`config.mk`:
```
export PLATFORM = sky130hd
export DESIGN_NAME = bcell_top
export DESIGN_NICKNAME = d
export VERILOG_FILES = /design/src/rtl/bcell_pkg.sv /design/src/rtl/bcell_sum.sv /design/src/rtl/bcell_clkedge.sv /design/src/rtl/bcell_ff.sv /design/src/rtl/bcell_top.sv
export SDC_FILE = /design/constraint.sdc
export NUM_CORES = 1
export LEC_CHECK = 0
export ABC_CLOCK_PERIOD_IN_PS = 1500
export BUFFER_PORTS_ARGS = -buffer_cell sky130_fd_sc_hd__buf_2
export CAP_MARGIN = 0
export CELL_PAD_IN_SITES_DETAIL_PLACEMENT = 0
export CELL_PAD_IN_SITES_GLOBAL_PLACEMENT = 1
export CORE_AREA = 10 10 47 49
export DETAILED_ROUTE_END_ITERATION = 12
export DIE_AREA = 0 0 57 59
export PLACE_DENSITY_LB_ADDON = 0.1
export RECOVER_POWER = 25
export SYNTH_ARGS = -nofsm -noshare
export SYNTH_HDL_FRONTEND = slang
export SYNTH_SLANG_ARGS = --single-unit
```
`constraint.sdc`:
```
create_clock -name clk -period 1.5 [get_ports clk]
set_clock_uncertainty 0.1 [all_clocks]
set_input_delay 0.225 -clock clk [delete_from_list [all_inputs] [get_ports clk]]
set_output_delay 0.225 -clock clk [all_outputs]
set_load 0.02 [all_outputs]
```
`src/rtl/bcell_pkg.sv`:
```
package bcell_pkg;
    typedef enum logic {
        ST_LOW  = 1'b0,
        ST_HIGH = 1'b1
    } ff_state_t;
endpackage

```
`src/rtl/bcell_sum.sv`:
```
module bcell_sum #(
    parameter int NUM_UNIV = 1,
    parameter int NUM_REG  = 4
) (
    input  logic [NUM_UNIV-1:0] pt_univ,
    input  logic [NUM_REG-1:0]  pt_reg,
    output logic                sum_o
);
    localparam int NUM_TERMS = NUM_UNIV + NUM_REG;

    logic [NUM_TERMS-1:0] terms;
    logic [NUM_TERMS:0]   chain;

    assign terms    = {pt_reg, pt_univ};
    assign chain[0] = 1'b0;

    for (genvar i = 0; i < NUM_TERMS; i++) begin : g_or
        assign chain[i+1] = chain[i] | terms[i];
    end

    assign sum_o = chain[NUM_TERMS];
endmodule

```
`src/rtl/bcell_clkedge.sv`:
```
module bcell_clkedge (
    input  logic clk,
    input  logic rst_n,
    input  logic clk_term,
    input  logic quad_clk,
    input  logic cfg_syncclk,
    output logic edge_o
);
    logic eff_clk;
    logic eff_prev_q;

    assign eff_clk = cfg_syncclk ? (quad_clk & clk_term) : clk_term;

    always_ff @(posedge clk or negedge rst_n) begin
        if (!rst_n) eff_prev_q <= 1'b0;
        else        eff_prev_q <= eff_clk;
    end

    assign edge_o = eff_clk & ~eff_prev_q;

    // a held clock cannot produce two edges in a row
    assert_single_edge_R12: assert property (@(posedge clk) disable iff (!rst_n)
        edge_o |=> !edge_o);
    // in gated mode no edge while the quadrant clock is low
    assert_gated_block_R7: assert property (@(posedge clk) disable iff (!rst_n)
        (cfg_syncclk && !quad_clk) |-> !edge_o);
endmodule

```
`src/rtl/bcell_ff.sv`:
```
module bcell_ff
    import bcell_pkg::*;
(
    input  logic clk,
    input  logic rst_n,
    input  logic edge_i,
    input  logic sum_i,
    input  logic tmode_i,
    input  logic preset_i,
    input  logic reset_i,
    output logic q_o
);
    ff_state_t state_q, state_d;

    // state register
    always_ff @(posedge clk or negedge rst_n) begin
        if (!rst_n) state_q <= ST_LOW;
        else        state_q <= state_d;
    end

    // transitions: CLEAR, SET, LOAD, TOGGLE, else hold
    always_comb begin
        state_d = state_q;
        unique case (state_q)
            ST_LOW: begin
                if (reset_i)                           state_d = ST_LOW;
                else if (preset_i)                     state_d = ST_HIGH;
                else if (edge_i && !tmode_i && sum_i)  state_d = ST_HIGH;
                else if (edge_i && tmode_i && sum_i)   state_d = ST_HIGH;
            end
            ST_HIGH: begin
                if (reset_i)                           state_d = ST_LOW;
                else if (preset_i)                     state_d = ST_HIGH;
                else if (edge_i && !tmode_i && !sum_i) state_d = ST_LOW;
                else if (edge_i && tmode_i && sum_i)   state_d = ST_LOW;
            end
            default: state_d = ST_LOW;
        endcase
    end

    // output process
    always_comb begin
        q_o = (state_q == ST_HIGH);
    end

    assert_reset_wins_R9: assert property (@(posedge clk) disable iff (!rst_n)
        reset_i |=> (state_q == ST_LOW));
    assert_preset_sets_R8: assert property (@(posedge clk) disable iff (!rst_n)
        (preset_i && !reset_i) |=> (state_q == ST_HIGH));
    assert_hold_no_edge_R12: assert property (@(posedge clk) disable iff (!rst_n)
        (!edge_i && !preset_i && !reset_i) |=> $stable(state_q));
    assert_toggle_R5: assert property (@(posedge clk) disable iff (!rst_n)
        (edge_i && tmode_i && sum_i && !preset_i && !reset_i) |=> (state_q != $past(state_q)));
    assert_dload_R4: assert property (@(posedge clk) disable iff (!rst_n)
        (edge_i && !tmode_i && !preset_i && !reset_i) |=> (q_o == $past(sum_i)));
endmodule

```
`src/rtl/bcell_top.sv`:
```
module bcell_top #(
    parameter int NUM_UNIV = 1,
    parameter int NUM_REG  = 4
) (
    input  logic                clk,
    input  logic                rst_n,
    input  logic [NUM_UNIV-1:0] pt_univ,
    input  logic [NUM_REG-1:0]  pt_reg,
    input  logic                preset_term,
    input  logic                reset_term,
    input  logic                clk_term,
    input  logic                quad_clk,
    input  logic                cfg_tmode,
    input  logic                cfg_syncclk,
    input  logic                cfg_fb_comb,
    output logic                fb_out
);
    logic sum_w;
    logic edge_w;
    logic q_w;

    bcell_sum #(.NUM_UNIV(NUM_UNIV), .NUM_REG(NUM_REG)) u_sum (
        .pt_univ (pt_univ),
        .pt_reg  (pt_reg),
        .sum_o   (sum_w)
    );

    bcell_clkedge u_edge (
        .clk         (clk),
        .rst_n       (rst_n),
        .clk_term    (clk_term),
        .quad_clk    (quad_clk),
        .cfg_syncclk (cfg_syncclk),
        .edge_o      (edge_w)
    );

    bcell_ff u_ff (
        .clk      (clk),
        .rst_n    (rst_n),
        .edge_i   (edge_w),
        .sum_i    (sum_w),
        .tmode_i  (cfg_tmode),
        .preset_i (preset_term),
        .reset_i  (reset_term),
        .q_o      (q_w)
    );

    always_comb begin
        fb_out = cfg_fb_comb ? sum_w : q_w;
    end

    // combinatorial feedback carries any set term bit
    assert_comb_fb_R2: assert property (@(posedge clk) disable iff (!rst_n)
        (cfg_fb_comb && ((|pt_univ) || (|pt_reg))) |-> fb_out);
    // no term set means a zero sum on the combinatorial path
    assert_sum_zero_R1: assert property (@(posedge clk) disable iff (!rst_n)
        (cfg_fb_comb && !(|pt_univ) && !(|pt_reg)) |-> !fb_out);
endmodule

```
After elaboration in Yosys (flattened, before gate mapping)
Cells that the tools add are included.

Flip-flop bits (word level): 2. Latch bits: 0. Bits in writable memories: 0. ROM bits: 0. Input bits: 14. Output and inout bits: 1. Word-level logic and storage cells: 28. Memories kept: 0.

Add/sub/neg operators: 0. Multipliers: 0. Div/mod/pow operators: 0. Magnitude comparators: 0. Equality and inequality tests: 0. Shift-type cells: 0. Muxes and demuxes: 11. Bitwise operators: 8. Reductions and logical operators: 7.

Operators by type and width (count): two-way mux 1 bit (10); logical AND 1 bit (5); OR 1 bit (4); bitwise AND 1 bit (2); logical NOT 1 bit (2); inverter 1 bit (2); case mux 1 bit (2 select lines) (1).

Longest topological paths before layout
Gate-level depths: netlist (run 1).

Depth in word-level cells: 10. Mapped depth: 4. Gate-level depth less buffers: 4.

Cells and area by module
From an unflattened synthesis (run 1), not the netlist that was laid out.

Cells, all modules: 15. Area total of the unflattened synthesis: 132.6 µm².

By module, submodules not included: bcell_ff (times used 1, cells each 6, area each 55.1 µm², sequential area each 25.0 µm²); bcell_clkedge (times used 1, cells each 5, area each 50.0 µm², sequential area each 25.0 µm²); bcell_top (times used 1, cells each 1, area each 15.0 µm², sequential area each 0.0 µm²); bcell_sum (times used 1, cells each 3, area each 12.5 µm², sequential area each 0.0 µm²).

Worst setup path before layout (run 1)
OpenSTA, ideal clock, no wires.

Path type: in2reg. Start point: input pt_univ. End point: register u_ff.state_q, in the netlist u_ff.q_o. Setup time: 100 ps. Arrival: 1149 ps. Data required time: 1300 ps. Slack: 150 ps. Stages: 4. Buffers on the path: 0. Cell sequence: or4_4 -> nor2_4 -> nor3_1 -> nor4bb_1.

Cells in the longest elaborated chain, start to end: 10. Elaborated cells between the ends (all ways): 17.

Ends and longest elaborated chain: start: declaration (line bcell_top.sv:7) `input logic [NUM_UNIV-1:0] pt_univ,`; OR 1 bit (*) (4 in a row) (line bcell_sum.sv:18) `assign chain[i+1] = chain[i] | terms[i];`; logical AND 1 bit / logical NOT 1 bit (equally long branches) (line bcell_ff.sv:29, bcell_ff.sv:35, bcell_ff.sv:34); two-way mux 1 bit, or another cell as far along (line bcell_ff.sv:35) `else if (edge_i && tmode_i && sum_i) state_d = ST_LOW;`; two-way mux 1 bit (on tied branches) (line bcell_ff.sv:34, bcell_ff.sv:28); two-way mux 1 bit (on tied branches) (line bcell_ff.sv:33, bcell_ff.sv:27); two-way mux 1 bit (on tied branches) (line bcell_ff.sv:32, bcell_ff.sv:26); case mux 1 bit (2 select lines) (*) (line bcell_ff.sv:24) `unique case (state_q)`; via u_ff.state_d (line bcell_ff.sv:13) `ff_state_t state_q, state_d;`; end signal: assignment (line bcell_ff.sv:18) `else state_q <= state_d;`; end: declaration (line bcell_ff.sv:13).

The timed path passes the listed nets; every way through them passes the cells marked *.

Worst setup path in the final report (run 1)
Start point: input pt_reg[3]. End point: output fb_out.

Cells in the longest elaborated chain, start to end: 2.

Ends and longest elaborated chain: start: declaration (line bcell_top.sv:8) `input logic [NUM_REG-1:0] pt_reg,`; OR 1 bit (line bcell_sum.sv:18); two-way mux 1 bit (line bcell_top.sv:49) `fb_out = cfg_fb_comb ? sum_w : q_w;`; end: declaration (line bcell_top.sv:16) `output logic fb_out`.

Every way passes these cells.

==> summary.txt, run 1 <==
Yosys
  • Area leader, netlist: dfrtp_1
  • Post-Syn Area: roughly 160 µm²
  • #FFs+latches synth: 2
  • Post-Synthesis Cells: 16
  • Share of the synthesized area in the top cell type: 0.323
  • Synth area leaders: dfrtp_1 32%, nor4b_2 9.7%, nand3b_2 7.3%
  • Top FF cell, synth: dfrtp_1
  • Mean post-synth cell area: 9.70 µm²
  • Mapped Nets: 30
  • Ys Warns: 0
  • Yosys cell types: 13
  • Post-synth top cells: 2 x a21oi_1, 2 x dfrtp_1, 2 x nor2_1
  • Post-synth ARST share: 1.00
  • Post-synth EDFFs: 0
  • Seq/Total Area, Yosys: 0.323

Floorplan
  • # IOs: 15
  • Initial core utilization: 0.111
  • Core Area: around 1400 µm²
  • Die Footprint: ~3400 µm²
  • Chip height: around 59 µm
  • Row count: 14
  • Die Wd: 57 µm

Clock network
  • Cts bufs inserted: 3
  • CTS tree: done
  • Total clock sinks: 2
  • Clock insertion delay at the later pin of the skew report: ~220 ps
  • Clock root cell: clkbuf_4
  • Clock buffer depth: 2
  • H-tree levels: 1
  • Clk slew on worst S/H paths: about 30 ps

Layout
  • Area delta synth->final: 93.5%
  • Finished Layout Cells: 51
  • # fillers: ~170
  • Register area: approximately 50 µm²
  • Share of cells above drive strength 1: 0.629
  • Final #Nets: approximately 50
  • Diode count: 0
  • Area of the multi-input gates: 109 µm²

Setup path
  • WS Path Type: input port to output port
  • Critical Path Fanout Max: 2
  • CP required: approximately 1200 ps
  • Setup crit end kind: output port
  • Worst setup SP type: input port
  • Arrival time worst endpoint: 1140 ps

Placed design
  • Cells after DPL: 46
  • Port Buffers: 14
  • GPL Wtd Cong: between 0.6 and 0.7

Detailed routing
  • Initial DRC count: 4
  • Drt first pass iters: 3
  • DRT antenna net count: 0
  • Vias/cell: about 3.6
  • Total wire length: between 500 and 600 µm
  • Post-route DRC violation count: 0
  • Mean routed wirelength per cell: approximately 10 µm
  • Vias: approximately 180

Timing
  • Endpoints failing setup: 0
  • Crit share post-route: 0.976
  • RSZ-0062 raised after global routing: false
  • Minimum clock period: between 1000 and 1500 ps
  • Worst-margin pin slew: between 200 and 300 ps
  • Highest clock rate: approximately 680 MHz
  • Max-slew headroom: 0.827
  • Fin. Hold Viols: 0
  • Slew Viols, Final: 0

Outcome
  • Outcome: completed

Global routing
  • Initial antenna violation count: 0
  • Grt ovf: 0
  • GR peak layer: met2
  • First-pass GRT wire length: a little over 800 µm
  • M2 GR Usage: 0.0419
  • Pin count of the biggest net entering global routing: 4
  • Vias in the first global route: between 150 and 200
  • GRT Util Overall: 0.0324
  • GR Layer Usage met3: 0.0322
  • Met1 Usage GRT: 0.0285

Power and ir drop
  • Leak: 0.136 nW
  • Power per cell area: between 700 and 800 nW/µm²
  • Max IR drop VDD: ~0.00033 V
  • Tot Pwr: around 0.23 mW

Flow run
  • Maxcap violations: 0

Min path
  • Worst min-delay path class: input port to flop
-- per-stage QoR --
stage | setup TNS, ps | setup WS, ps | hold slack [ps] | cell area (µm²) | util
final | 0 | 36.0 | 150 | 300 | 0.214
after CTS | -17.4 | -17.4 | 146 | 298 | 0.213
after detailed placement | -131 | -85.8 | -89.7 | 245 | 0.175
after global routing | 0 | 5.94 | 139 | 300 | 0.214
after global placement | -120 | -88.1 | -89.0 | 245 | 0.175
after floorplan | 0 | 150 | -171 | 155 | -
-- cell families after synthesis --
family	Yosys count	synth area share
and+or+nand+nor	12	0.613
DFF	2	0.323
AOI/OAI and AO/OA	2	0.0645
-- power breakdown --
group          total, mW  internal (mW)  switching, mW
sequential        0.0606         0.0583        0.00232
clock              0.117         0.0881         0.0286
combinational     0.0487         0.0286         0.0201
total              0.226          0.175         0.0510
-- state kept, by name (all words and copies together) (netlist names) --
name / flops
u_edge.eff_prev_q: 1
u_ff.q_o: 1
-- layout make-up --
type,count,share of cell area
sequential,2,0.167
timing repair buffer,16,0.329
tap,16,0.0667
multi-input combinational,14,0.362
clock buffer,3,0.0750
-- layout by cell type, fill, tap and decap left out --
cell           count
buf_2             11
clkbuf_4           3
nor2_1             2
buf_6              2
dfrtp_1            2
or4_4              1
nor2_4             1
nand2b_1           1
nand3b_2           1
nand3b_1           1
nor3_1             1
nor4b_2            1
nand2_1            1
a21oi_1            1
nor4bb_1           1
a21oi_2            1
and2_1             1
dlygate4sd3_1      1
clkbuf_1           1
buf_4              1
-- worst paths after layout --
kind | slack, ps | cells after the start | from | to
max in group asynchronous | 960 | 2 | rst_n | u_edge.eff_prev_q
worst max-delay path | 40 | 5 | pt_reg[3] | fb_out
worst max register to register | 360 | 3 | u_edge.eff_prev_q | u_ff.q_o
worst min-delay path | 150 | 2 | clk_term | u_edge.eff_prev_q
min in group asynchronous | 220 | 2 | rst_n | u_ff.q_o
worst min register to register | 560 | 3 | u_edge.eff_prev_q | u_ff.q_o
-- critical path, stage by stage --
cell and delay, ps:
buf_6 90, or4_4 530, nor2_4 110, a21oi_2 60, buf_6 130
-- routing by layer --
| layer | vias to the layer above | wire length, µm |
|---|---|---|
| li1 | 97 | - |
| met4 | 0 | 0 |
| met5 | - | 0 |
| met2 | 9 | 255 |
| met1 | 76 | 195 |
| met3 | 0 | 80 |
-- timing repair --
action | 4_1_cts | 5_1_grt
hold endpoints to repair | 2 | 0
resized for setup | 3 | 1
hold buffers | 1 | 0
setup buffers | 1 | 0
pin swaps | 3 | 2
endpoints found under the setup margin | 1 | 2
(Power assumes the default switching activity.)
==> run 2: changes to the inputs <==
--- a/config.mk
+++ b/config.mk
@@ -5,7 +5,7 @@
 export SDC_FILE = /design/constraint.sdc
 export NUM_CORES = 1
 export LEC_CHECK = 0
-export ABC_CLOCK_PERIOD_IN_PS = 1500
+export ABC_CLOCK_PERIOD_IN_PS = 1550
 export BUFFER_PORTS_ARGS = -buffer_cell sky130_fd_sc_hd__buf_2
 export CAP_MARGIN = 0
 export CELL_PAD_IN_SITES_DETAIL_PLACEMENT = 0
==> constraint.sdc (replaced) <==
create_clock -name clk -period 1.55 [get_ports clk]
set_clock_uncertainty 0.1 [all_clocks]
set_input_delay 0.2325 -clock clk [delete_from_list [all_inputs] [get_ports clk]]
set_output_delay 0.2325 -clock clk [all_outputs]
set_load 0.02 [all_outputs]
==> summary.txt, run 2 (same netlist as run 1, synthesis figures left out) <==
Detailed routing
  • Routed length on met1: ~200 µm
  • DR WL met3: 82 µm
  • Max layer used: met3
  • Vias: approximately 180
  • Met2 routed WL: approximately 250 µm
  • Initial DRC count: 3
  • Post-route DRC violation count: 0
  • Mean routed wirelength per cell: 10.5 µm
  • Total wire length: around 530 µm
  • Vias/cell: 3.59
  • Drt first pass iters: 3
  • DRT antenna net count: 0

Global routing
  • First-pass GRT wire length: 814 µm
  • Grt ovf: 0
  • GRT Util Overall: 0.0324
  • Initial antenna violation count: 0
  • Pin count of the biggest net entering global routing: 4
  • Vias in the first global route: approximately 180

Clock network
  • Cts bufs inserted: 3
  • CTS tree: done
  • Clock root cell: clkbuf_4
  • Clk slew on worst S/H paths: around 30 ps
  • H-tree levels: 1
  • Clock buffer depth: 2
  • Total clock sinks: 2
  • Clock insertion delay at the later pin of the skew report: around 220 ps

Timing
  • Minimum clock period: 1520 ps
  • Max-slew headroom: 0.827
  • RSZ-0062 raised after global routing: false
  • Total Neg Setup Slack: 0 ps
  • Highest clock rate: 659 MHz
  • Endpoints failing setup: 0
  • Hold WS: between 150 and 200 ps
  • Slew Viols, Final: 0
  • Worst-margin pin slew: 256 ps
  • Fin. Hold Viols: 0
  • Crit share post-route: 0.979

Setup path
  • Setup crit end kind: output port
  • Critical Path Fanout Max: 2
  • Worst path slowest cell: or4_4
  • CP required: approximately 1200 ps
  • Worst setup SP type: input port
  • Crit path max-delay family: simple AND/OR/NAND/NOR gates
  • WS Path Type: input port to output port
  • Number of buffers and inverters on the critical path: 2
  • Arrival time worst endpoint: between 1000 and 1500 ps
  • Crit-path cells: buf_2, or4_4, nor2_4, a21oi_2, buf_4
  • CP peak stage delay: 530 ps

Floorplan
  • Die Footprint: between 3000 and 4000 µm²
  • Core Area: roughly 1400 µm²
  • Die Wd: 57 µm
  • Row count: 14
  • Chip height: 59 µm
  • Initial core utilization: 0.111
  • # IOs: 15

Power and ir drop
  • Power per cell area: between 700 and 800 nW/µm²
  • Max IR drop VDD: 0.000321 V
  • Leak: around 0.13 nW
  • Tot Pwr: approximately 0.22 mW

Layout
  • Finished Cell Area: a little under 300 µm²
  • Leading cell type in the layout, fill and taps excluded: buf_2
  • Diode count: 0
  • Util after Layout: 0.207
  • Share of cells above drive strength 1: 0.629
  • Final #Nets: 51
  • Most frequent cells in the layout: 12 x buf_2, 3 x clkbuf_4, 2 x nor2_1, 2 x buf_4, 2 x dfrtp_1
  • Area delta synth->final: 87.1%

Placed design
  • Port Buffers: 14
  • GPL Wtd Cong: between 0.6 and 0.7
  • Placed cell areas: 245 µm²

Min path
  • Worst min-delay path class: input port to flop

Outcome
  • Outcome: completed

Flow run
  • Maxcap violations: 0
## run 2: cell counts in the layout (fill, tap and decap cells not counted)
No cell type changed its count.
## run 2: metrics by stage
step	setup slack, ps	std cells
detailed placement	-43.3	46
CTS	0.699	51
global placement	-45.6	46
finish	33.0	51
floorplan	191	16
global route	11.2	51
## run 2: cell type report
class	count	area (µm²)
clock buffers	3	22.5
fillers	171	1110
flip-flops and latches	2	50.0
multi-input cells	14	109
repair buffers	16	88.8
well taps	16	20.0
## run 2: path summary, 6_finish.rpt
path	start	slack, ps	cells past startpoint	end
setup / recovery	pt_univ	30	5	fb_out
hold / removal	clk_term	160	2	u_edge.eff_prev_q
setup reg to reg	u_edge.eff_prev_q	410	3	u_ff.q_o
hold reg to reg	u_edge.eff_prev_q	560	3	u_ff.q_o
max in group asynchronous	rst_n	1000	2	u_edge.eff_prev_q
min in group asynchronous	rst_n	230	2	u_ff.q_o
## run 2: what timing repair did
item,4_1_cts,5_1_grt
pin swaps,1,1
buffers inserted,1,0
hold buffers,1,0
resized for setup,0,2
hold endpoints to repair,2,0
setup endpoints to repair,1,1
## run 2: where the power goes
group | switching (mW) | internal [mW] | leakage [nW] | total, mW
combinational | 0.0192 | 0.0250 | 0.0944 | 0.0442
sequential | 0.00231 | 0.0564 | 0.0246 | 0.0587
clock | 0.0277 | 0.0853 | 0.0138 | 0.113
total | 0.0492 | 0.167 | 0.133 | 0.216
## run 2: metal layers
metal	GRT usage	vias up
li1	-	97
met1	0.0285	77
met2	0.0419	9
met3	0.0322	0
met4	0.0302	0
met5	0	-
